## src/rtl/tmr_pkg.sv

```systemverilog
package tmr_pkg;

    typedef enum logic [1:0] {
        ACT_NONE   = 2'b00,
        ACT_ZERO   = 2'b01,
        ACT_ONE    = 2'b10,
        ACT_TOGGLE = 2'b11
    } act_e;

    typedef enum logic [1:0] {
        REG_COUNT = 2'd0,
        REG_CMPA  = 2'd1,
        REG_CMPB  = 2'd2,
        REG_CSR   = 2'd3
    } reg_e;

    localparam int NUM_FLAGS  = 3;   // 0: overflow, 1: match A, 2: match B
    localparam int FLAG_LSB   = 5;   // flag i lives at status bit FLAG_LSB+i
    localparam int RSVD_BIT   = 4;
    localparam int SEL_W      = 4;
    localparam int CSR_W      = 8;

endpackage

```

## src/rtl/tmr_counter.sv

```systemverilog
module tmr_counter #(
    parameter int DW = 8
) (
    input  logic          clk,
    input  logic          rst_n,
    input  logic          cnt_en,
    input  logic          ld_cnt,
    input  logic          ld_cmpa,
    input  logic          ld_cmpb,
    input  logic [DW-1:0] wdata,
    output logic [DW-1:0] cnt,
    output logic [DW-1:0] cmpa,
    output logic [DW-1:0] cmpb,
    output logic          hit_a,
    output logic          hit_b,
    output logic          wrap
);

    typedef struct packed {
        logic [DW-1:0] cnt;
        logic [DW-1:0] cmpa;
        logic [DW-1:0] cmpb;
    } cnt_st_t;

    cnt_st_t st_d, st_q;
    logic          step;
    logic [DW-1:0] cnt_inc;

    always_comb begin
        st_d    = st_q;
        step    = cnt_en && !ld_cnt;
        cnt_inc = st_q.cnt + DW'(1);
        hit_a   = step && (cnt_inc == st_q.cmpa);
        hit_b   = step && (cnt_inc == st_q.cmpb);
        wrap    = step && (st_q.cnt == {DW{1'b1}});
        if (ld_cnt) begin
            st_d.cnt = wdata;
        end else if (step) begin
            st_d.cnt = cnt_inc;
        end
        if (ld_cmpa) st_d.cmpa = wdata;
        if (ld_cmpb) st_d.cmpb = wdata;
    end

    always_ff @(posedge clk) begin
        if (!rst_n) begin
            st_q.cnt  <= '0;
            st_q.cmpa <= '1;
            st_q.cmpb <= '1;
        end else begin
            st_q <= st_d;
        end
    end

    assign cnt  = st_q.cnt;
    assign cmpa = st_q.cmpa;
    assign cmpb = st_q.cmpb;

    // counting adds exactly one when no load competes
    assert_count_step_R2: assert property (@(posedge clk) disable iff (!rst_n)
        (cnt_en && !ld_cnt) |=> (st_q.cnt == $past(st_q.cnt) + DW'(1)));

    // a load wins over counting
    assert_load_wins_R2: assert property (@(posedge clk) disable iff (!rst_n)
        ld_cnt |=> (st_q.cnt == $past(wdata)));

    // after an A hit the counter holds the compare value
    assert_hit_lands_R4: assert property (@(posedge clk) disable iff (!rst_n)
        (hit_a && !ld_cmpa) |=> (st_q.cnt == st_q.cmpa));

endmodule

```

## src/rtl/tmr_flag.sv

```systemverilog
module tmr_flag (
    input  logic clk,
    input  logic rst_n,
    input  logic hw_set,
    input  logic rd_seen,
    input  logic clr_req,
    output logic flag
);

    typedef struct packed {
        logic flag;
        logic armed;
    } flag_st_t;

    flag_st_t st_d, st_q;

    always_comb begin
        st_d = st_q;
        if (rd_seen && st_q.flag) begin
            st_d.armed = 1'b1;
        end
        if (clr_req && st_q.armed) begin
            st_d.armed = 1'b0;
            st_d.flag  = 1'b0;
        end
        if (hw_set) begin
            st_d.flag = 1'b1;
        end
    end

    always_ff @(posedge clk) begin
        if (!rst_n) begin
            st_q <= '0;
        end else begin
            st_q <= st_d;
        end
    end

    assign flag = st_q.flag;

    // only hardware raises a flag
    assert_set_by_hw_R5: assert property (@(posedge clk) disable iff (!rst_n)
        $rose(st_q.flag) |-> $past(hw_set));

    // a flag falls only after an armed clear request
    assert_clear_needs_read_R6: assert property (@(posedge clk) disable iff (!rst_n)
        $fell(st_q.flag) |-> $past(clr_req && st_q.armed));

    // hardware set wins the same edge
    assert_set_wins_R7: assert property (@(posedge clk) disable iff (!rst_n)
        hw_set |=> st_q.flag);

endmodule

```

## src/rtl/tmr_outctl.sv

```systemverilog
module tmr_outctl
    import tmr_pkg::*;
(
    input  logic             clk,
    input  logic             rst_n,
    input  logic             match_a,
    input  logic             match_b,
    input  logic [SEL_W-1:0] sel,
    output logic             pin,
    output logic             pin_oe
);

    typedef struct packed {
        logic level;
    } out_st_t;

    out_st_t st_d, st_q;
    act_e    act_a, act_b;

    always_comb begin
        st_d  = st_q;
        act_a = match_a ? act_e'(sel[1:0]) : ACT_NONE;
        act_b = match_b ? act_e'(sel[3:2]) : ACT_NONE;
        if (act_a == ACT_TOGGLE || act_b == ACT_TOGGLE) begin
            st_d.level = !st_q.level;
        end else if (act_a == ACT_ONE || act_b == ACT_ONE) begin
            st_d.level = 1'b1;
        end else if (act_a == ACT_ZERO || act_b == ACT_ZERO) begin
            st_d.level = 1'b0;
        end
    end

    always_ff @(posedge clk) begin
        if (!rst_n) begin
            st_q <= '0;
        end else begin
            st_q <= st_d;
        end
    end

    assign pin_oe = |sel;
    assign pin    = st_q.level && pin_oe;

    // without a match the level holds
    assert_hold_no_match_R9: assert property (@(posedge clk) disable iff (!rst_n)
        (!match_a && !match_b) |=> $stable(st_q.level));

    // a toggle in either field flips the level when both match
    assert_toggle_first_R10: assert property (@(posedge clk) disable iff (!rst_n)
        (match_a && match_b && (sel[1:0] == 2'b11 || sel[3:2] == 2'b11))
        |=> (st_q.level != $past(st_q.level)));

    // drive 1 beats drive 0 when no toggle is selected
    assert_one_over_zero_R10: assert property (@(posedge clk) disable iff (!rst_n)
        (match_a && match_b && sel[1:0] != 2'b11 && sel[3:2] != 2'b11
         && (sel[1:0] == 2'b10 || sel[3:2] == 2'b10)) |=> st_q.level);

endmodule

```

## src/rtl/dual_cmp_timer.sv

```systemverilog
module dual_cmp_timer
    import tmr_pkg::*;
#(
    parameter int DW = 8
) (
    input  logic          clk,
    input  logic          rst_n,
    input  logic          cnt_en,
    input  logic [1:0]    bus_addr,
    input  logic          bus_wr,
    input  logic          bus_rd,
    input  logic [DW-1:0] bus_wdata,
    output logic [DW-1:0] bus_rdata,
    output logic          tmr_out,
    output logic          tmr_oe
);

    typedef struct packed {
        logic [SEL_W-1:0] sel;
    } top_st_t;

    top_st_t st_d, st_q;

    logic          wr_cnt, wr_cmpa, wr_cmpb, wr_csr, rd_csr;
    logic [DW-1:0] cnt, cmpa, cmpb;
    logic          hit_a, hit_b, wrap;
    logic [NUM_FLAGS-1:0] flag_set, flag_clr, flags;
    logic [CSR_W-1:0]     csr_view;

    always_comb begin
        wr_cnt  = bus_wr && (reg_e'(bus_addr) == REG_COUNT);
        wr_cmpa = bus_wr && (reg_e'(bus_addr) == REG_CMPA);
        wr_cmpb = bus_wr && (reg_e'(bus_addr) == REG_CMPB);
        wr_csr  = bus_wr && (reg_e'(bus_addr) == REG_CSR);
        rd_csr  = bus_rd && (reg_e'(bus_addr) == REG_CSR);
        st_d    = st_q;
        if (wr_csr) begin
            st_d.sel = bus_wdata[SEL_W-1:0];
        end
    end

    always_ff @(posedge clk) begin
        if (!rst_n) begin
            st_q <= '0;
        end else begin
            st_q <= st_d;
        end
    end

    tmr_counter #(.DW(DW)) u_counter (
        .clk     (clk),
        .rst_n   (rst_n),
        .cnt_en  (cnt_en),
        .ld_cnt  (wr_cnt),
        .ld_cmpa (wr_cmpa),
        .ld_cmpb (wr_cmpb),
        .wdata   (bus_wdata),
        .cnt     (cnt),
        .cmpa    (cmpa),
        .cmpb    (cmpb),
        .hit_a   (hit_a),
        .hit_b   (hit_b),
        .wrap    (wrap)
    );

    assign flag_set = {hit_b, hit_a, wrap};

    for (genvar i = 0; i < NUM_FLAGS; i++) begin : g_flag
        assign flag_clr[i] = wr_csr && !bus_wdata[FLAG_LSB+i];
        tmr_flag u_flag (
            .clk     (clk),
            .rst_n   (rst_n),
            .hw_set  (flag_set[i]),
            .rd_seen (rd_csr),
            .clr_req (flag_clr[i]),
            .flag    (flags[i])
        );
    end

    tmr_outctl u_outctl (
        .clk     (clk),
        .rst_n   (rst_n),
        .match_a (hit_a),
        .match_b (hit_b),
        .sel     (st_q.sel),
        .pin     (tmr_out),
        .pin_oe  (tmr_oe)
    );

    always_comb begin
        csr_view = {flags, 1'b1, st_q.sel};
        case (reg_e'(bus_addr))
            REG_COUNT: bus_rdata = cnt;
            REG_CMPA:  bus_rdata = cmpa;
            REG_CMPB:  bus_rdata = cmpb;
            default:   bus_rdata = DW'(csr_view);
        endcase
    end

    // overflow flag rises only after the counter stood at its top value
    assert_ovf_from_top_R3: assert property (@(posedge clk) disable iff (!rst_n)
        $rose(flags[0]) |-> ($past(cnt) == {DW{1'b1}}));

    // a disabled pin stays low
    assert_pin_off_R11: assert property (@(posedge clk) disable iff (!rst_n)
        !tmr_oe |-> !tmr_out);

    // the select field follows a status write
    assert_sel_written_R8: assert property (@(posedge clk) disable iff (!rst_n)
        wr_csr |=> (st_q.sel == $past(bus_wdata[SEL_W-1:0])));

endmodule

```

## config.mk

```make
export PLATFORM = sky130hd
export DESIGN_NAME = dual_cmp_timer
export DESIGN_NICKNAME = d
export VERILOG_FILES = /design/src/rtl/tmr_pkg.sv /design/src/rtl/tmr_counter.sv /design/src/rtl/tmr_flag.sv /design/src/rtl/tmr_outctl.sv /design/src/rtl/dual_cmp_timer.sv
export SDC_FILE = /design/constraint.sdc
export NUM_CORES = 1
export LEC_CHECK = 0
export BUFFER_PORTS_ARGS = -buffer_cell sky130_fd_sc_hd__buf_2
export CORE_ASPECT_RATIO = 0.75
export CORE_MARGIN = 5
export CORE_UTILIZATION = 55
export CTS_CLUSTER_DIAMETER = 150
export DETAILED_ROUTE_END_ITERATION = 12
export PLACE_DENSITY = 0.76
export SLEW_MARGIN = 20
export SYNTH_ARGS = -nofsm -noshare
export SYNTH_HDL_FRONTEND = slang
export SYNTH_SLANG_ARGS = --single-unit
```

## constraint.sdc

```tcl
create_clock -name clk -period 4.03 [get_ports clk]
set_clock_uncertainty 0.2 [all_clocks]
set_input_delay 1.209 -clock clk [delete_from_list [all_inputs] [get_ports clk]]
set_output_delay 1.209 -clock clk [all_outputs]
set_load 0.03 [all_outputs]
```

## Yosys cells after proc, flatten, opt, wreduce, memory -nomap -nowiden

Index checks and enable logic that the tools add are counted.

- Add/sub/neg operators: 1
- Reductions and logical operators: 37
- Bitwise operators: 1
- Mux-type cells: 17
- Eq/ne operators: 12

Operators by type and width:

| cell | count |
|---|---|
| 8-bit case mux with 3 select lines | 1 |
| 1-bit logical AND | 19 |
| 8-bit equality test | 2 |
| 8-bit 2-to-1 mux | 2 |
| 2-bit equality test, second input constant | 6 |
| 2-bit 2-to-1 mux | 5 |
| 1-bit 2-to-1 mux | 9 |
| 8-bit by 1-bit adder with 8-bit output, second input constant | 1 |
| 8-bit equality test, second input constant | 1 |
| 2-bit nonzero test | 4 |
| 2-bit by 1-bit equality test with 1-bit output, second input constant | 3 |
| 2-bit OR reduction | 3 |
| 1-bit zero test | 5 |
| 4-bit OR reduction | 1 |
| 1-bit logical OR | 3 |
| 3-bit nonzero test | 1 |
| 2-bit zero test | 1 |
| 1-bit inverter | 1 |

- Logic and storage cells: 79
- Register bits: 35
- Output and inout bits: 10

## Logic depth before layout (Yosys ltp)

Gate-level depths: netlist of the first run.

- Depth in word-level cells: 11
- Depth in mapped cells: 8
- Depth with buffers taken out: 7

## By module

From an unflattened synthesis of the first run, not the netlist that was laid out.

- Cells, all modules: 237
- Area total of the unflattened synthesis: 2172.1 µm²

By module, submodules not included:

| module | instances | cells each | area each (µm²) |
|---|---|---|---|
| tmr_counter | 1 | 162 | 1417.6 |
| dual_cmp_timer | 1 | 39 | 440.4 |
| tmr_flag | 3 | 8 | 75.1 |
| tmr_outctl | 1 | 12 | 88.8 |

## Worst setup path before layout of the first run

Ideal clock, no wire load.

- Path kind: input port to output port
- Start: input bus_addr[0]
- End: output bus_rdata[3]
- Data required time: 2.621 ns
- Buffers on the path: 2
- Path slack: 0.139 ns
- Stages: 3
- Data arrival time: 2.482 ns
- Cells stage by stage: buf_2 -> clkbuf_1 -> mux4_1

- Word-level cells in the longest chain between the ends: 2
- Elaborated cells on any way between the ends: 4

RTL lines:

| what | line | text |
|---|---|---|
| start, declared | dual_cmp_timer.sv:9 | `input logic [1:0] bus_addr,` |
| 2-bit equality test (tied with other cells) | dual_cmp_timer.sv:92 | `case (reg_e'(bus_addr))` |
| 8-bit case mux with 3 select lines * | dual_cmp_timer.sv:92 |  |
| end, declared | dual_cmp_timer.sv:13 | `output logic [DW-1:0] bus_rdata,` |

Mark *: on every way between the ends. The rest lies on a longest branch, timed or not.

## Worst setup path in the final report of the first run

Ends and elaborated chain as after synthesis.

==> results of run 1 <==
==> worst max-delay path: cells and delay by family <==
family | cells | cell delay [ns]
multiplexers | 1 | 0.59
buffers and inverters | 2 | 0.52
==> where the power goes <==
group	leakage, uW	total [uW]	switching (uW)	internal (uW)
Clock	0.0000612	327	127	200
Sequential	0.000286	385	23.9	361
Combinational	0.000705	161	90.1	71.2
Total	0.00105	874	241	632
==> layout make-up <==
| type | count | area, sq um | area share |
|---|---|---|---|
| Tap cell | 52 | 65.1 | 0.0278 |
| Clock inverter | 2 | 35.0 | 0.0150 |
| Clock buffer | 6 | 82.6 | 0.0353 |
| Multi-Input combinational cell | 193 | 1320 | 0.566 |
| Timing Repair Buffer | 25 | 128 | 0.0546 |
| Sequential cell | 35 | 701 | 0.300 |
| Inverter | 1 | 3.75 | 0.00161 |
==> registers in the layout (all words and copies together), names as in the netlist <==
signal,cells
g_flag.u_flag.st_q,3
u_counter.cnt,8
g_flag.u_flag.flag,3
st_q,4
u_counter.cmpb,8
u_outctl.st_q,1
u_counter.cmpa,8
==> cells in the final DEF (no fill, tap or decap), drive strengths merged, types with 2 or more instances in the layout <==
master | Yosys | routed
nor2 | 11 | 11
nor2b | 7 | 7
mux4 | 7 | 7
mux2i | 5 | 5
o22ai | 2 | 2
and2 | 5 | 5
and3 | 5 | 5
xnor2 | 15 | 15
nand4 | 5 | 5
dfxtp | 35 | 35
a32o | 2 | 2
buf | 10 | 25
nand2 | 52 | 52
nand3 | 23 | 23
or3 | 2 | 2
nor3b | 2 | 2
a21oi | 2 | 2
nor4 | 3 | 3
o211a | 8 | 8
o21ai | 12 | 12
xor2 | 7 | 7
clkbuf | 9 | 6
==> worst max-delay path by stage <==
stage	startpoint	end	cells after the start
floorplan	bus_addr[0]	bus_rdata[3]	3
CTS	bus_addr[0]	bus_rdata[3]	3
detailed placement	bus_addr[0]	bus_rdata[3]	3
global placement	bus_addr[0]	bus_rdata[3]	3
finish	bus_addr[0]	bus_rdata[3]	3
global route	bus_addr[0]	bus_rdata[3]	3
==> cell families after synthesis <==
group / Yosys count / synth area share
AOI/OAI and AO/OA: 34 / 0.114
xor gates and xnor gates: 24 / 0.113
adders and majority gates: 1 / 0.00583
buffers and inverters: 20 / 0.0560
DFF: 35 / 0.327
muxes: 12 / 0.0986
and+or+nand+nor: 122 / 0.285
==> per-stage QoR <==
| step | setup slack, ns | cell area, sq um |
|---|---|---|
| final | 0.296 | 2340 |
| after global routing | 0.241 | 2340 |
| after CTS | 0.289 | 2340 |
| after detailed placement | 0.297 | 2220 |
| after global placement | 0.310 | 2220 |
| after floorplan | 0.139 | 2140 |
==> per-layer routing <==
layer | vias to the layer above | track usage | routed length [microns]
met3 | 11 | 0.0548 | 437
met1 | 855 | 0.341 | 2430
met5 | - | 0 | 0
li1 | 900 | - | -
met4 | 0 | 0.0581 | 65
met2 | 71 | 0.291 | 2330
==> flow_summary_export.csv, run 1 <==
group,metric,value,unit
run_status,status,"completed",
synthesis,synth_area_leaders,"dfxtp_1, nand2_1, mux4_2",
timing,finalCritPeriodShare,0.927,
die,die_h,64.1,microns
synthesis,synth_commonest_cells,"nand2_1, dfxtp_1, nand3_1",
clock_network,cts.clk_slew.worst_paths,0.07,ns
route,wire_per_inst,16.8,microns
clock_network,h-tree-depth,2,
layout,drive_above_1_share,0.176,
critical_path,endpoint_kind,"output port",
synthesis,synthArstFlopShare,0,
critical_path,start_kind,"input port",
layout,area_growth,9.04,%
placed_design,gp_congestion,0.897,
worst_hold_path,min_path_cells,2,
synthesis,synthFlopType,"dfxtp_1",
clock_network,postCtsSetupBuffers,0,
layout,num-fill-cells,329,
route,ant_nets,0,
timing,slew_viol_final,0,
synthesis,synth-seq-cells,35,
die,core,0.00371,sq mm
route,vias,1837,
layout,antenna_cells,0,
clock_network,cts-buffers-inserted,5,
worst_hold_path,hp-start,"u_counter.cmpb[0]",
clock_network,cts_resized,0,
die,die-area,0.00526,sq mm
timing,worst_pin_slew,0.826,ns
die,initial_core_util,0.578,
die,ios,25,
synthesis,netlist_area,0.00214,sq mm
global_route,grt_first_pass_wirelength,8540,microns
clock_network,cts_tree,"done",
clock_network,worstSkewPairLatency,0.29,ns
synthesis,syn_nets,264,
die,rows,19,
route,wl,5260,microns
critical_path,worst_path_most_repeated_cell,"buf_2",
synthesis,synth_top_cell_area_share,0.327,
placed_design,dpl.cell_count,306,
critical_path,cp_slowest_cell,"mux4_1",
critical_path,r2r-start,"u_counter.cnt[0]",
layout,final_cells,314,
power_and_ir_drop,p_total,874,uW
timing,hold_viol,0,
placed_design,port_buffers,24,
global_route,grt_pass1_vias,1653,
critical_path,worstReg2RegEnd,"u_outctl.st_q",
power_and_ir_drop,p_per_area,374,mW/mm^2
timing,timing.fmax,0.268,GHz
timing,fin_tns_setup,0,ns
synthesis,ys_types,48,
synthesis,avgSynthCellArea,8.65,sq um
synthesis,yosysSeqAreaShare,0.327,
critical_path,r2r_cells,7,
job,cap_violations,0,
timing,rsz0062_at_grt,"no",
critical_path,rrSetupSlack,1.37,ns
synthesis,yosys.area.top_type,"dfxtp_1",
global_route,gr-total-overflow,0,
timing,setup_viol,0,
clock_network,numClockSinks,35,
global_route,grt_max_degree,39,
worst_hold_path,hold_path.class,"flop to flop",
timing,min_period,3.73,ns
critical_path,max_stage_delay,0.59,ns
clock_network,clockRootBuffer,"clkbuf_8",
placed_design,dp_hpwl,3620,microns
layout,nNetsFinal,277,
layout,final_core_util,0.631,
synthesis,ys_warn_count,0,
route,drt_iter0_drc,254,
synthesis,synth_most_common_cell,"nand2_1",
global_route,antenna_found_initial,0,
route,drt-vias-per-instance,5.85,
global_route,grt_usage,0.218,
worst_hold_path,min_to,"u_counter.cmpb[0]",
power_and_ir_drop,leakage,0.00105,uW
die,die_x,82.1,microns
critical_path,cp_max_fo,16,
clock_network,clockBufferDepth,2,
timing,fin_hold_ws,0.298,ns
synthesis,postSynthCellCount,248,
route,drtPass1Iterations,4,
route,drc,0,
critical_path,worstPathArrival,2.33,ns
power_and_ir_drop,ir_worst_vdd,297,uV
clock_network,postCtsHoldBufs,0,
synthesis,synth_edf_count,0,
timing,maxSlewHeadroom,0.447,
critical_path,critical_path_required,2.62,ns
critical_path,crit_chain,"buf_2 > mux4_1 > buf_2",
critical_path,path_class,"input port to output port",
No activity file was read; power rests on OpenSTA's default activity.
==> run 2, diff against run 1 <==
--- a/config.mk
+++ b/config.mk
@@ -11,7 +11,7 @@
 export CORE_UTILIZATION = 55
 export CTS_CLUSTER_DIAMETER = 150
 export DETAILED_ROUTE_END_ITERATION = 12
-export PLACE_DENSITY = 0.76
+export PLACE_DENSITY_LB_ADDON = 0.25
 export SLEW_MARGIN = 20
 export SYNTH_ARGS = -nofsm -noshare
 export SYNTH_HDL_FRONTEND = slang
==> run 2 against run 1 <==
Net effect: worst setup slack worse by 0.0089 ns; die area did not move; via count down 0.38%.
==> flow_summary_export.csv, run 2 (same netlist as run 1, synthesis figures left out) <==
group,metric,value,unit
timing,fin_tns_setup,0,ns
global_route,grt_usage,0.211,
placed_design,dpl.cell_count,306,
timing,setup_viol,0,
global_route,grt_first_pass_wirelength,8450,microns
timing,min_period,3.74,ns
critical_path,cp_max_fo,16,
timing,hold_viol,0,
route,drc,0,
route,drt_iter0_drc,134,
clock_network,worstSkewPairLatency,0.29,ns
layout,antenna_cells,0,
timing,slew_viol_final,0,
global_route,grt_max_degree,39,
clock_network,cts_resized,0,
timing,worst_pin_slew,0.766,ns
route,drtPass1Iterations,7,
power_and_ir_drop,leakage,0.00104,uW
layout,layout_commonest_cell,"nand2_1",
clock_network,cts_tree,"done",
clock_network,cts-buffers-inserted,5,
critical_path,start_kind,"input port",
route,vias,1830,
die,initial_core_util,0.578,
critical_path,worst_path_most_repeated_cell,"buf_2",
global_route,antenna_found_initial,0,
placed_design,port_buffers,24,
placed_design,dp_hpwl,3550,microns
clock_network,postCtsSetupBuffers,0,
route,wire_per_inst,16.5,microns
power_and_ir_drop,p_per_area,355,mW/mm^2
layout,drive_above_1_share,0.172,
critical_path,worstPathArrival,2.33,ns
clock_network,clockBufferDepth,2,
die,die-area,0.00526,sq mm
layout,layout_common_cells,"nand2_1, dfxtp_1, buf_2",
critical_path,critical_path_required,2.62,ns
timing,maxSlewHeadroom,0.488,
route,drt-vias-per-instance,5.83,
clock_network,numClockSinks,35,
die,rows,19,
critical_path,crit_chain,"buf_2 > mux4_1 > buf_2",
critical_path,r2r-start,"u_counter.cnt[0]",
clock_network,postCtsHoldBufs,0,
placed_design,gp_congestion,0.891,
layout,area_growth,8.23,%
die,die_h,64.1,microns
layout,nNetsFinal,277,
power_and_ir_drop,ir_worst_vdd,264,uV
critical_path,endpoint_kind,"output port",
route,ant_nets,0,
clock_network,h-tree-depth,2,
timing,timing.fmax,0.267,GHz
timing,rsz0062_at_grt,"no",
clock_network,clockRootBuffer,"clkbuf_8",
layout,reg_top3,"u_counter.cmpa: 8 flops, u_counter.cmpb: 8 flops, u_counter.cnt: 8 flops",
global_route,gr-total-overflow,0,
clock_network,cts.clk_slew.worst_paths,0.07,ns
critical_path,max_stage_delay,0.59,ns
die,core,0.00371,sq mm
timing,finalCritPeriodShare,0.929,
job,cap_violations,0,
die,die_x,82.1,microns
worst_hold_path,hp-start,"u_counter.cmpb[3]",
critical_path,cp_slowest_cell,"mux4_1",
layout,final_cells,314,
critical_path,startpoint,"bus_addr[0]",
die,ios,25,
worst_hold_path,hold_path.class,"flop to flop",
global_route,grt_pass1_vias,1682,
route,wl,5170,microns
critical_path,path_class,"input port to output port",
run_status,status,"completed",
run 2: changes by cell type in the layout (fill, tap and decap cells not counted), sizes merged:
cell / change
bufinv: -1
clkbuf: +2
clkinv: -1
run 2: cell type report:
class,count,area (sq um)
well taps,52,65.1
repair buffers,25,128
fillers,342,1390
multi-input cells,193,1320
clock buffers,8,100
inverters,1,3.75
flip-flops and latches,35,701
run 2: critical path: cells and delay by family:
family,cells,cell delay [ns]
buf+inv,2,0.52
mux,1,0.59
run 2: where the power goes:
group	internal [uW]	leakage, uW	switching (uW)
combinational	71.2	0.000705	88.9
sequential	361	0.000286	23.3
clock	156	0.0000515	124
run 2: worst paths after layout:
check	cells past startpoint	endpoint	slack, ns
worst min-delay path	2	u_counter.cmpb[3]	0.30
worst max register to register	7	u_outctl.st_q	1.29
worst min register to register	2	u_counter.cmpb[3]	0.30
worst max-delay path	3	bus_rdata[3]	0.29
run 2: stage by stage:
step            util  total power [uW]  hold WS [ns]  setup WS, ns  area (sq um)
2_1_floorplan      -               515         0.268         0.139          2140
3_3_place_gp   0.599               550         0.283         0.307          2220
3_5_place_dp   0.599               551         0.291         0.293          2220
4_1_cts        0.626               828         0.302         0.289          2320
5_1_grt        0.626               862         0.315         0.251          2320
6_report       0.626               825         0.300         0.287          2320
run 2: routing by layer:
layer | global-route usage | vias to the layer above | share of wire
met2 | 0.294 | 54 | 0.44
met5 | 0 | - | 0
met4 | 0.0705 | 0 | 0.016
met1 | 0.317 | 869 | 0.47
met3 | 0.0463 | 9 | 0.080
li1 | - | 898 | -
